### src/rtl/fpl_pkg.sv
package fpl_pkg;
  typedef enum logic [1:0] {
    PM_4B  = 2'd0,
    PM_8B  = 2'd1,
    PM_12B = 2'd2,
    PM_16B = 2'd3
  } pix_mode_e;

  typedef enum logic [1:0] {
    ST_IDLE = 2'd0,
    ST_LOAD = 2'd1,
    ST_RUN  = 2'd2
  } ld_state_e;
endpackage

### src/rtl/fpl_hdr_decode.sv
module fpl_hdr_decode
  import fpl_pkg::*;
(
  input  logic [1:0] code_i,
  input  logic       passive_i,
  output pix_mode_e  mode_o,
  output logic       reserved_o
);
  always_comb begin
    reserved_o = 1'b0;
    case (code_i)
      2'b00:   mode_o = PM_4B;
      2'b01:   mode_o = PM_8B;
      2'b10:   mode_o = passive_i ? PM_12B : PM_16B;
      default: begin
        mode_o     = PM_4B;
        reserved_o = 1'b1;
      end
    endcase
  end
endmodule

### src/rtl/fpl_load_ctrl.sv
module fpl_load_ctrl
  import fpl_pkg::*;
#(
  parameter int WORD_W   = 16,
  parameter int ADDR_W   = 8,
  parameter int SMALL_W  = 4,
  parameter int CODE_LSB = 12
) (
  input  logic              clk,
  input  logic              rst,
  input  logic              frame_start_i,
  input  logic              pal_valid_i,
  input  logic [WORD_W-1:0] pal_data_i,
  input  logic              passive_i,
  output logic              pal_ready_o,
  output logic              run_o,
  output logic              wr_en_o,
  output logic [ADDR_W-1:0] wr_addr_o,
  output pix_mode_e         mode_o,
  output logic              err_o
);
  localparam logic [ADDR_W-1:0] FULL_LAST  = {ADDR_W{1'b1}};
  localparam logic [ADDR_W-1:0] SMALL_LAST = ADDR_W'((1 << SMALL_W) - 1);

  ld_state_e         st_q;
  logic [ADDR_W-1:0] cnt_q;
  pix_mode_e         mode_q;
  logic              err_q;
  pix_mode_e         dec_mode;
  logic              dec_res;
  logic [ADDR_W-1:0] last;

  fpl_hdr_decode u_dec (
    .code_i     (pal_data_i[CODE_LSB+1:CODE_LSB]),
    .passive_i  (passive_i),
    .mode_o     (dec_mode),
    .reserved_o (dec_res)
  );

  assign pal_ready_o = (st_q == ST_LOAD);
  assign run_o       = (st_q == ST_RUN);
  assign wr_en_o     = pal_ready_o & pal_valid_i;
  assign wr_addr_o   = cnt_q;
  assign mode_o      = mode_q;
  assign err_o       = err_q;
  assign last        = (mode_q == PM_8B) ? FULL_LAST : SMALL_LAST;

  always_ff @(posedge clk) begin
    if (rst) begin
      st_q   <= ST_IDLE;
      cnt_q  <= '0;
      mode_q <= PM_4B;
      err_q  <= 1'b0;
    end else if (frame_start_i) begin
      st_q  <= ST_LOAD;
      cnt_q <= '0;
    end else if (wr_en_o) begin
      if (cnt_q == '0) begin
        mode_q <= dec_mode;
        err_q  <= dec_res;
      end
      if (cnt_q != '0 && cnt_q == last) begin
        st_q  <= ST_RUN;
        cnt_q <= '0;
      end else begin
        cnt_q <= cnt_q + 1'b1;
      end
    end
  end
endmodule

### src/rtl/fpl_store.sv
module fpl_store #(
  parameter int ADDR_W = 8,
  parameter int DATA_W = 16
) (
  input  logic              clk,
  input  logic              wr_en_i,
  input  logic [ADDR_W-1:0] wr_addr_i,
  input  logic [DATA_W-1:0] wr_data_i,
  input  logic              rd_en_i,
  input  logic [ADDR_W-1:0] rd_addr_i,
  output logic [DATA_W-1:0] rd_data_o
);
  localparam int DEPTH = 1 << ADDR_W;

  logic [DATA_W-1:0] mem [DEPTH];

  always_ff @(posedge clk) begin
    if (wr_en_i) mem[wr_addr_i] <= wr_data_i;
  end

  always_ff @(posedge clk) begin
    if (rd_en_i) rd_data_o <= mem[rd_addr_i];
  end
endmodule

### src/rtl/frame_palette_lut.sv
module frame_palette_lut
  import fpl_pkg::*;
#(
  parameter int WORD_W   = 16,
  parameter int ADDR_W   = 8,
  parameter int SMALL_W  = 4,
  parameter int NARROW_W = 12,
  parameter int CODE_LSB = 12
) (
  input  logic              clk,
  input  logic              rst,
  input  logic              passive_i,
  input  logic              frame_start_i,
  input  logic              pal_valid_i,
  input  logic [WORD_W-1:0] pal_data_i,
  output logic              pal_ready_o,
  input  logic              px_valid_i,
  input  logic [WORD_W-1:0] px_index_i,
  output logic              px_ready_o,
  output logic              col_valid_o,
  output logic [WORD_W-1:0] col_data_o,
  output logic [1:0]        mode_o,
  output logic              cfg_err_o
);
  localparam logic [WORD_W-1:0] NARROW_MASK = WORD_W'((1 << NARROW_W) - 1);

  pix_mode_e         mode;
  logic              run;
  logic              wr_en;
  logic [ADDR_W-1:0] wr_addr;
  logic              accept;
  logic [ADDR_W-1:0] rd_addr;
  logic [WORD_W-1:0] rd_data;
  logic              byp_sel_q;
  logic [WORD_W-1:0] byp_q;
  logic              vld_q;

  fpl_load_ctrl #(
    .WORD_W   (WORD_W),
    .ADDR_W   (ADDR_W),
    .SMALL_W  (SMALL_W),
    .CODE_LSB (CODE_LSB)
  ) u_ctrl (
    .clk           (clk),
    .rst           (rst),
    .frame_start_i (frame_start_i),
    .pal_valid_i   (pal_valid_i),
    .pal_data_i    (pal_data_i),
    .passive_i     (passive_i),
    .pal_ready_o   (pal_ready_o),
    .run_o         (run),
    .wr_en_o       (wr_en),
    .wr_addr_o     (wr_addr),
    .mode_o        (mode),
    .err_o         (cfg_err_o)
  );

  assign px_ready_o = run;
  assign accept     = px_valid_i & run;
  assign rd_addr    = (mode == PM_8B) ? px_index_i[ADDR_W-1:0]
                                      : ADDR_W'(px_index_i[SMALL_W-1:0]);

  fpl_store #(
    .ADDR_W (ADDR_W),
    .DATA_W (WORD_W)
  ) u_store (
    .clk       (clk),
    .wr_en_i   (wr_en),
    .wr_addr_i (wr_addr),
    .wr_data_i (pal_data_i),
    .rd_en_i   (accept),
    .rd_addr_i (rd_addr),
    .rd_data_o (rd_data)
  );

  always_ff @(posedge clk) begin
    if (rst) begin
      vld_q     <= 1'b0;
      byp_sel_q <= 1'b0;
      byp_q     <= '0;
    end else begin
      vld_q <= accept;
      if (accept) begin
        byp_sel_q <= (mode == PM_12B) || (mode == PM_16B);
        byp_q     <= (mode == PM_12B) ? (px_index_i & NARROW_MASK) : px_index_i;
      end
    end
  end

  assign col_valid_o = vld_q;
  assign col_data_o  = byp_sel_q ? byp_q : rd_data;
  assign mode_o      = mode;
endmodule

### config.mk
export PLATFORM = sky130hd
export DESIGN_NAME = frame_palette_lut
export DESIGN_NICKNAME = d
export VERILOG_FILES = /design/src/rtl/fpl_pkg.sv /design/src/rtl/fpl_hdr_decode.sv /design/src/rtl/fpl_load_ctrl.sv /design/src/rtl/fpl_store.sv /design/src/rtl/frame_palette_lut.sv
export SDC_FILE = /design/constraint.sdc
export NUM_CORES = 2
export LEC_CHECK = 0
export BUFFER_PORTS_ARGS = -buffer_cell sky130_fd_sc_hd__buf_4
export CAP_MARGIN = 15
export CORE_MARGIN = 2
export CORE_UTILIZATION = 40
export DETAILED_ROUTE_END_ITERATION = 8
export GPL_TIMING_DRIVEN = 0
export PLACE_DENSITY = 0.63
export REMOVE_ABC_BUFFERS = 1
export SLEW_MARGIN = 25
export SYNTH_ARGS = -nofsm -noshare
export SYNTH_HDL_FRONTEND = slang
export SYNTH_SLANG_ARGS = --single-unit
### constraint.sdc
create_clock -name clk -period 2.96 [get_ports clk]
set_input_delay 0 -clock clk [delete_from_list [all_inputs] [get_ports clk]]
set_output_delay 0 -clock clk [all_outputs]
set_load 0.03 [all_outputs]
# --- After elaboration in Yosys (flattened, before gate mapping) ---
# Memories as Yosys holds them, arrays and structs flattened. A register that Yosys moved wholly into a read port is not among the register bits.
# Cells that the tools add are included.
totals:
  regBits: 31
  ramBits: 4096
  input_bits: 38
  output_inout_bits: 22
  mem_count: 1
classes:
  addsub: 1
  eq_ne: 8
  n_mux: 13
  n_bitwise: 3
  reduce_logical: 12
mem_list:
  columns: ["name", "depth", "width", "rd", "rd_ports_with_merged_regs", "wr", "line_no", "source"]
  rows:
  - ["u_store.mem", 256, 16, 1, 1, 1, "fpl_store.sv:15", "logic [DATA_W-1:0] mem [DEPTH];"]
ops:
  columns: ["cell", "n"]
  rows:
  - ["$mux 16", 2]
  - ["$mux 8", 3]
  - ["$add 8x1->8 const B", 1]
  - ["$eq 2x2->1 const B", 4]
  - ["$eq 8x8->1", 1]
  - ["$logic_not 8->1", 1]
  - ["$reduce_bool 8->1", 1]
  - ["$mux 1", 7]
  - ["$eq 2x1->1 const B", 3]
  - ["$pmux 2 s2", 1]
  - ["$reduce_and 2->1", 2]
  - ["$reduce_bool 2->1", 2]
  - ["$reduce_and 3->1", 1]
  - ["$reduce_or 3->1", 1]
  - ["$and 1x1->1", 2]
  - ["$logic_not 2->1", 1]
  - ["$reduce_or 2->1", 1]
  - ["$logic_and 1x1->1", 1]
  - ["$logic_or 1x1->1", 1]
  - ["$not 1->1", 1]

# --- Depth between registers and ports, before layout ---
logic_depth:
  ltp_word: 7
  mapped_depth: 11
  depth_no_buf: 6

# --- Hierarchy ---
# From an unflattened synthesis, not the netlist that was laid out.
unflattened:
  cells_unflattened: 7538
  area_unflattened_um2: 160671.6
by_module_without_submodules:
  columns: ["module", "n_inst", "cells_per_inst", "area_each_um2"]
  rows:
  - ["fpl_store", 1, 7360, 158874.9]
  - ["frame_palette_lut", 1, 104, 1098.6]
  - ["fpl_load_ctrl", 1, 66, 634.4]
  - ["fpl_hdr_decode", 1, 8, 63.8]

# --- Least setup slack after synthesis ---
# No wires, ideal clock.
synth_path:
  path_type: "register to register"
  startpoint: "register u_ctrl.mode_q[1], in the netlist u_ctrl.mode_o[1]"
  endpoint: "register u_store.rd_data_o[5] (read register of u_store.mem) (data pin)"
  setup_time_ns: 0.272
  t_arrival_ns: 2.546
  slack_ns: 0.142
  path_stages_with_launch: 9
  n_path_buf: 2
  period_less_slack_ns: 2.818
  cell_sequence: "dfxtp_1 -> clkbuf_1 -> nor4bb_1 -> clkbuf_1 -> nand3b_1 -> nor2_1 -> or3_1 -> or4_1 -> or4_1"
synth_via:
  elab_chain_len: 2
synth_lines:
  columns: ["item", "line_no", "source"]
  rows:
  - ["from (decl)", "fpl_load_ctrl.sv:27", "pix_mode_e mode_q;"]
  - ["from (signal assigned)", "fpl_load_ctrl.sv:59", "mode_q <= dec_mode;"]
  - ["$eq 2x1->1", "frame_palette_lut.sv:60", "assign rd_addr = (mode == PM_8B) ? px_index_i[ADDR_W-1:0]"]
  - ["$mux 8", "frame_palette_lut.sv:60", null]
  - ["to (decl)", "fpl_store.sv:11", "output logic [DATA_W-1:0] rd_data_o"]
# No other way between the ends.
# A chain may end at the register's enable or synchronous reset.

# --- Final worst setup path ---
layout_path:
  startpoint: "register u_ctrl.mode_q[1], in the netlist u_ctrl.mode_o[1]"
  endpoint: "register u_store.rd_data_o[14] (read register of u_store.mem) (data pin)"
# Same word-level chain as after synthesis.

==> flow_summary.ini <==
[run_status]
outcome = finished with violations
failed_checks = negative setup slack

[power_and_ir_drop]
power.density_nw_per_um2 = 640
p_clk_frac = 0.427
p_switching_mw = 25.5
p_seq_frac = 0.530
p_leak_nw = 59.0
power_frac_comb = 0.043
vdd.ir_drop.worst_v = 0.000531
fin_total_pwr_mw = 122
p_int_mw = 96.2
p_sw_frac = 0.210

[setup_path]
crit_path_end_kind = register
crit_required_ps = 3650
arrival_ps = 4130
path_max_fanout = 8
crit_type = register to register
r2r_cells = 8
critPathLaunchType = register

[sta]
period_share = 1.16
fin_crit_ps = 3450
skew_ps = 92.2
worst_slack_ps = -486
slew_viol_final = 0
rsz0062_at_grt = true
finalSetupTns_ps = -7600
hold_ws_ps = 27.7
finalSetupViolations = 76
tightest_slew_ps = 1120
slew_headroom = 0.254
hold_viol_final = 0
max_freq_mhz = 290

[synth]
ys_top_cells_by_count = edfxtp_1 (4112), mux4_2 (1026), nor2_1 (310)
synth_most_common_cell = edfxtp_1
syn_inst = 7226
synth_seq_cells = 4143
ys_types = 60
synth_warnings = 0
synth_ff_type = edfxtp_1
synth_top_cell_by_area = edfxtp_1
syn_area_per_cell_um2 = 22.0
synthArstFlopShare = 0
ys_seq_area_frac = 0.781
synth_edf_count = 4112
synthesis.area_um2 = 159000
synthTopCellsByArea = edfxtp_1 (78%), mux4_2 (15%), mux2i_1 (1.3%)
synth_top_area_frac = 0.777

[route]
route.detailed.drc = 0
via_count = 80100
ant_nets = 0
drt-initial-drc-count = 11400
routed_wl_mm = 437
wl_per_cell_um = 32.7
dr.pass1.iters = 6
via_per_inst = 5.99

[final_layout]
nets = 7824
drive_above_1_share = 0.328
regArea_um2 = 124000
multiInputGateArea_um2 = 36500
layoutNonFillerInstCount = 13400
fillers = 31000
area_growth_pct = 19.8

[placed_design]
place.gp.congestion = 0.827
dp_cells = 12300
dp_hpwl_mm = 252
io_buffers = 59

[clock_network]
clock_sinks = 4143
clockBufferDepth = 4
insertion_delay_ps = 1010
tritoncts = built
cts-root-buf = clkbuf_16
cts_buffers = 414
path_clk_slew_ps = 60
htree_levels = 5

[floorplanning]
coreArea_um2 = 396000
num_rows = 231
dieArea_um2 = 402000
die_x_um = 634
die_h_um = 634
start_util = 0.402
io_pins = 60

[global_routing]
grt_pass1_vias = 79600
met2_usage = 0.341
grt_pass1_wl_mm = 611
grtUsageMet3 = 0.0450
grt.busiest_layer = met2
antenna_found_initial = 15
grt_util_met1 = 0.293
grtUsageTotal = 0.214
grt_max_degree = 129
overflow = 0

[worst_hold_path]
min_path_type = input pin to register
whs_path_depth = 2

[run]
cap_violations = 0
==> area by class of cell <==
cell class	count	area share
antenna	9	0.000118
inverter	57	0.00119
multi-input combinational	2578	0.192
clock inverter	268	0.0138
tap	5242	0.0345
clock buffer	495	0.0569
timing repair buffer	584	0.0501
sequential	4143	0.652
==> critical path, stage by stage (launching register included) <==
cell and delay [ps]:
dfxtp_4 450, and4b_4 280, buf_16 150, buf_16 140
nand4_1 140, nand4_1 620, nor3_2 440, nand3_2 240
or4_4 650
==> final timing paths <==
path / from / to / slack (ps)
setup / recovery: u_ctrl.mode_o[1]$_SDFFE_PP0P_ / u_store.rd_data_o[14]$_DFFE_PP_ / -490
hold reg to reg: byp_q[8]$_SDFFE_PP0P_ / byp_q[8]$_SDFFE_PP0P_ / 450
hold / removal: pal_data_i[5] / u_store.mem[211][5]$_DFFE_PP_ / 30
setup reg to reg: u_ctrl.mode_o[1]$_SDFFE_PP0P_ / u_store.rd_data_o[14]$_DFFE_PP_ / -490
==> metal layers <==
metal / wire length, um / up-vias / share of wire
li1: - / 31800 / -
met1: 167000 / 43100 / 0.38
met2: 211000 / 4405 / 0.48
met3: 42900 / 767 / 0.098
met4: 16600 / 4 / 0.038
met5: 29 / - / 0.000066
==> power groups by stage <==
stage / sequential (mW) / clock [mW] / combinational (mW)
floorplan: 65.7 / 0 / 1.83
global placement: 65.8 / 0 / 6.33
detailed placement: 65.7 / 0 / 4.74
CTS: 64.5 / 52.6 / 5.22
global route: 64.4 / 54.9 / 5.48
finish: 64.5 / 52.0 / 5.25
==> metrics by stage <==
| stage | utilization | worst slack, ps | instance area [um^2] |
|---|---|---|---|
| 6_report | 0.481 | -486 | 190000 |
| 5_1_grt | 0.481 | -371 | 190000 |
| 4_1_cts | 0.478 | -412 | 189000 |
| 3_5_place_dp | 0.432 | -3790 | 171000 |
| 3_3_place_gp | 0.415 | -20200 | 164000 |
| 2_1_floorplan | - | -5710 | 157000 |
==> registers in the layout, summed over array words and instances, names as in the netlist <==
signal	flops
col_valid_o	1
byp_sel_q	1
u_ctrl.wr_addr_o	8
u_store.mem	4096
u_store.rd_data_o	16
u_ctrl.st_q	2
u_ctrl.err_o	1
byp_q	16
u_ctrl.mode_o	2
==> cells in the final DEF, fill, tap and decap left out, types with 17 or more instances in the layout <==
| cell type | n |
|---|---|
| buf_4 | 127 |
| a21oi_1 | 55 |
| dfxtp_1 | 28 |
| o22ai_1 | 89 |
| bufbuf_16 | 28 |
| clkinv_2 | 73 |
| nor2b_1 | 28 |
| a22o_1 | 41 |
| a22oi_1 | 55 |
| nand2_1 | 140 |
| dlygate4sd3_1 | 58 |
| buf_6 | 86 |
| buf_12 | 138 |
| nand3_4 | 42 |
| edfxtp_1 | 4112 |
| mux2i_1 | 174 |
| a31oi_1 | 35 |
| nor2_2 | 60 |
| clkbuf_1 | 72 |
| buf_8 | 52 |
| mux4_2 | 1026 |
| buf_16 | 89 |
| nor2_4 | 211 |
| inv_1 | 55 |
| nand3_1 | 51 |
| nor2_1 | 39 |
| clkinv_1 | 117 |
| nand4_1 | 210 |
| o22ai_2 | 20 |
| bufinv_16 | 41 |
| mux2i_2 | 17 |
| mux2_2 | 17 |
| clkbuf_16 | 425 |
| nor4_4 | 22 |
==> cells by family after synthesis <==
logic type / Yosys count / share of synthesized area
DFF: 4143 / 0.781
muxes: 1244 / 0.159
adders and majority gates: 8 / 0.000630
and+or+nand+nor: 933 / 0.0293
xor gates and xnor gates: 7 / 0.000386
AOI/OAI and AO/OA: 384 / 0.0164
buffers and inverters: 507 / 0.0130
==> what timing repair did <==
| action | 4_1_cts | 5_1_grt |
|---|---|---|
| setup endpoints to repair | 3388 | 1251 |
| resized for setup | 264 | 95 |
| hold buffers | 59 | 0 |
| hold endpoints to repair | 3953 | 0 |
| gates cloned | 36 | 6 |
| pin swaps | 104 | 72 |
| setup buffers | 124 | 50 |
(Power assumes the default switching activity.)
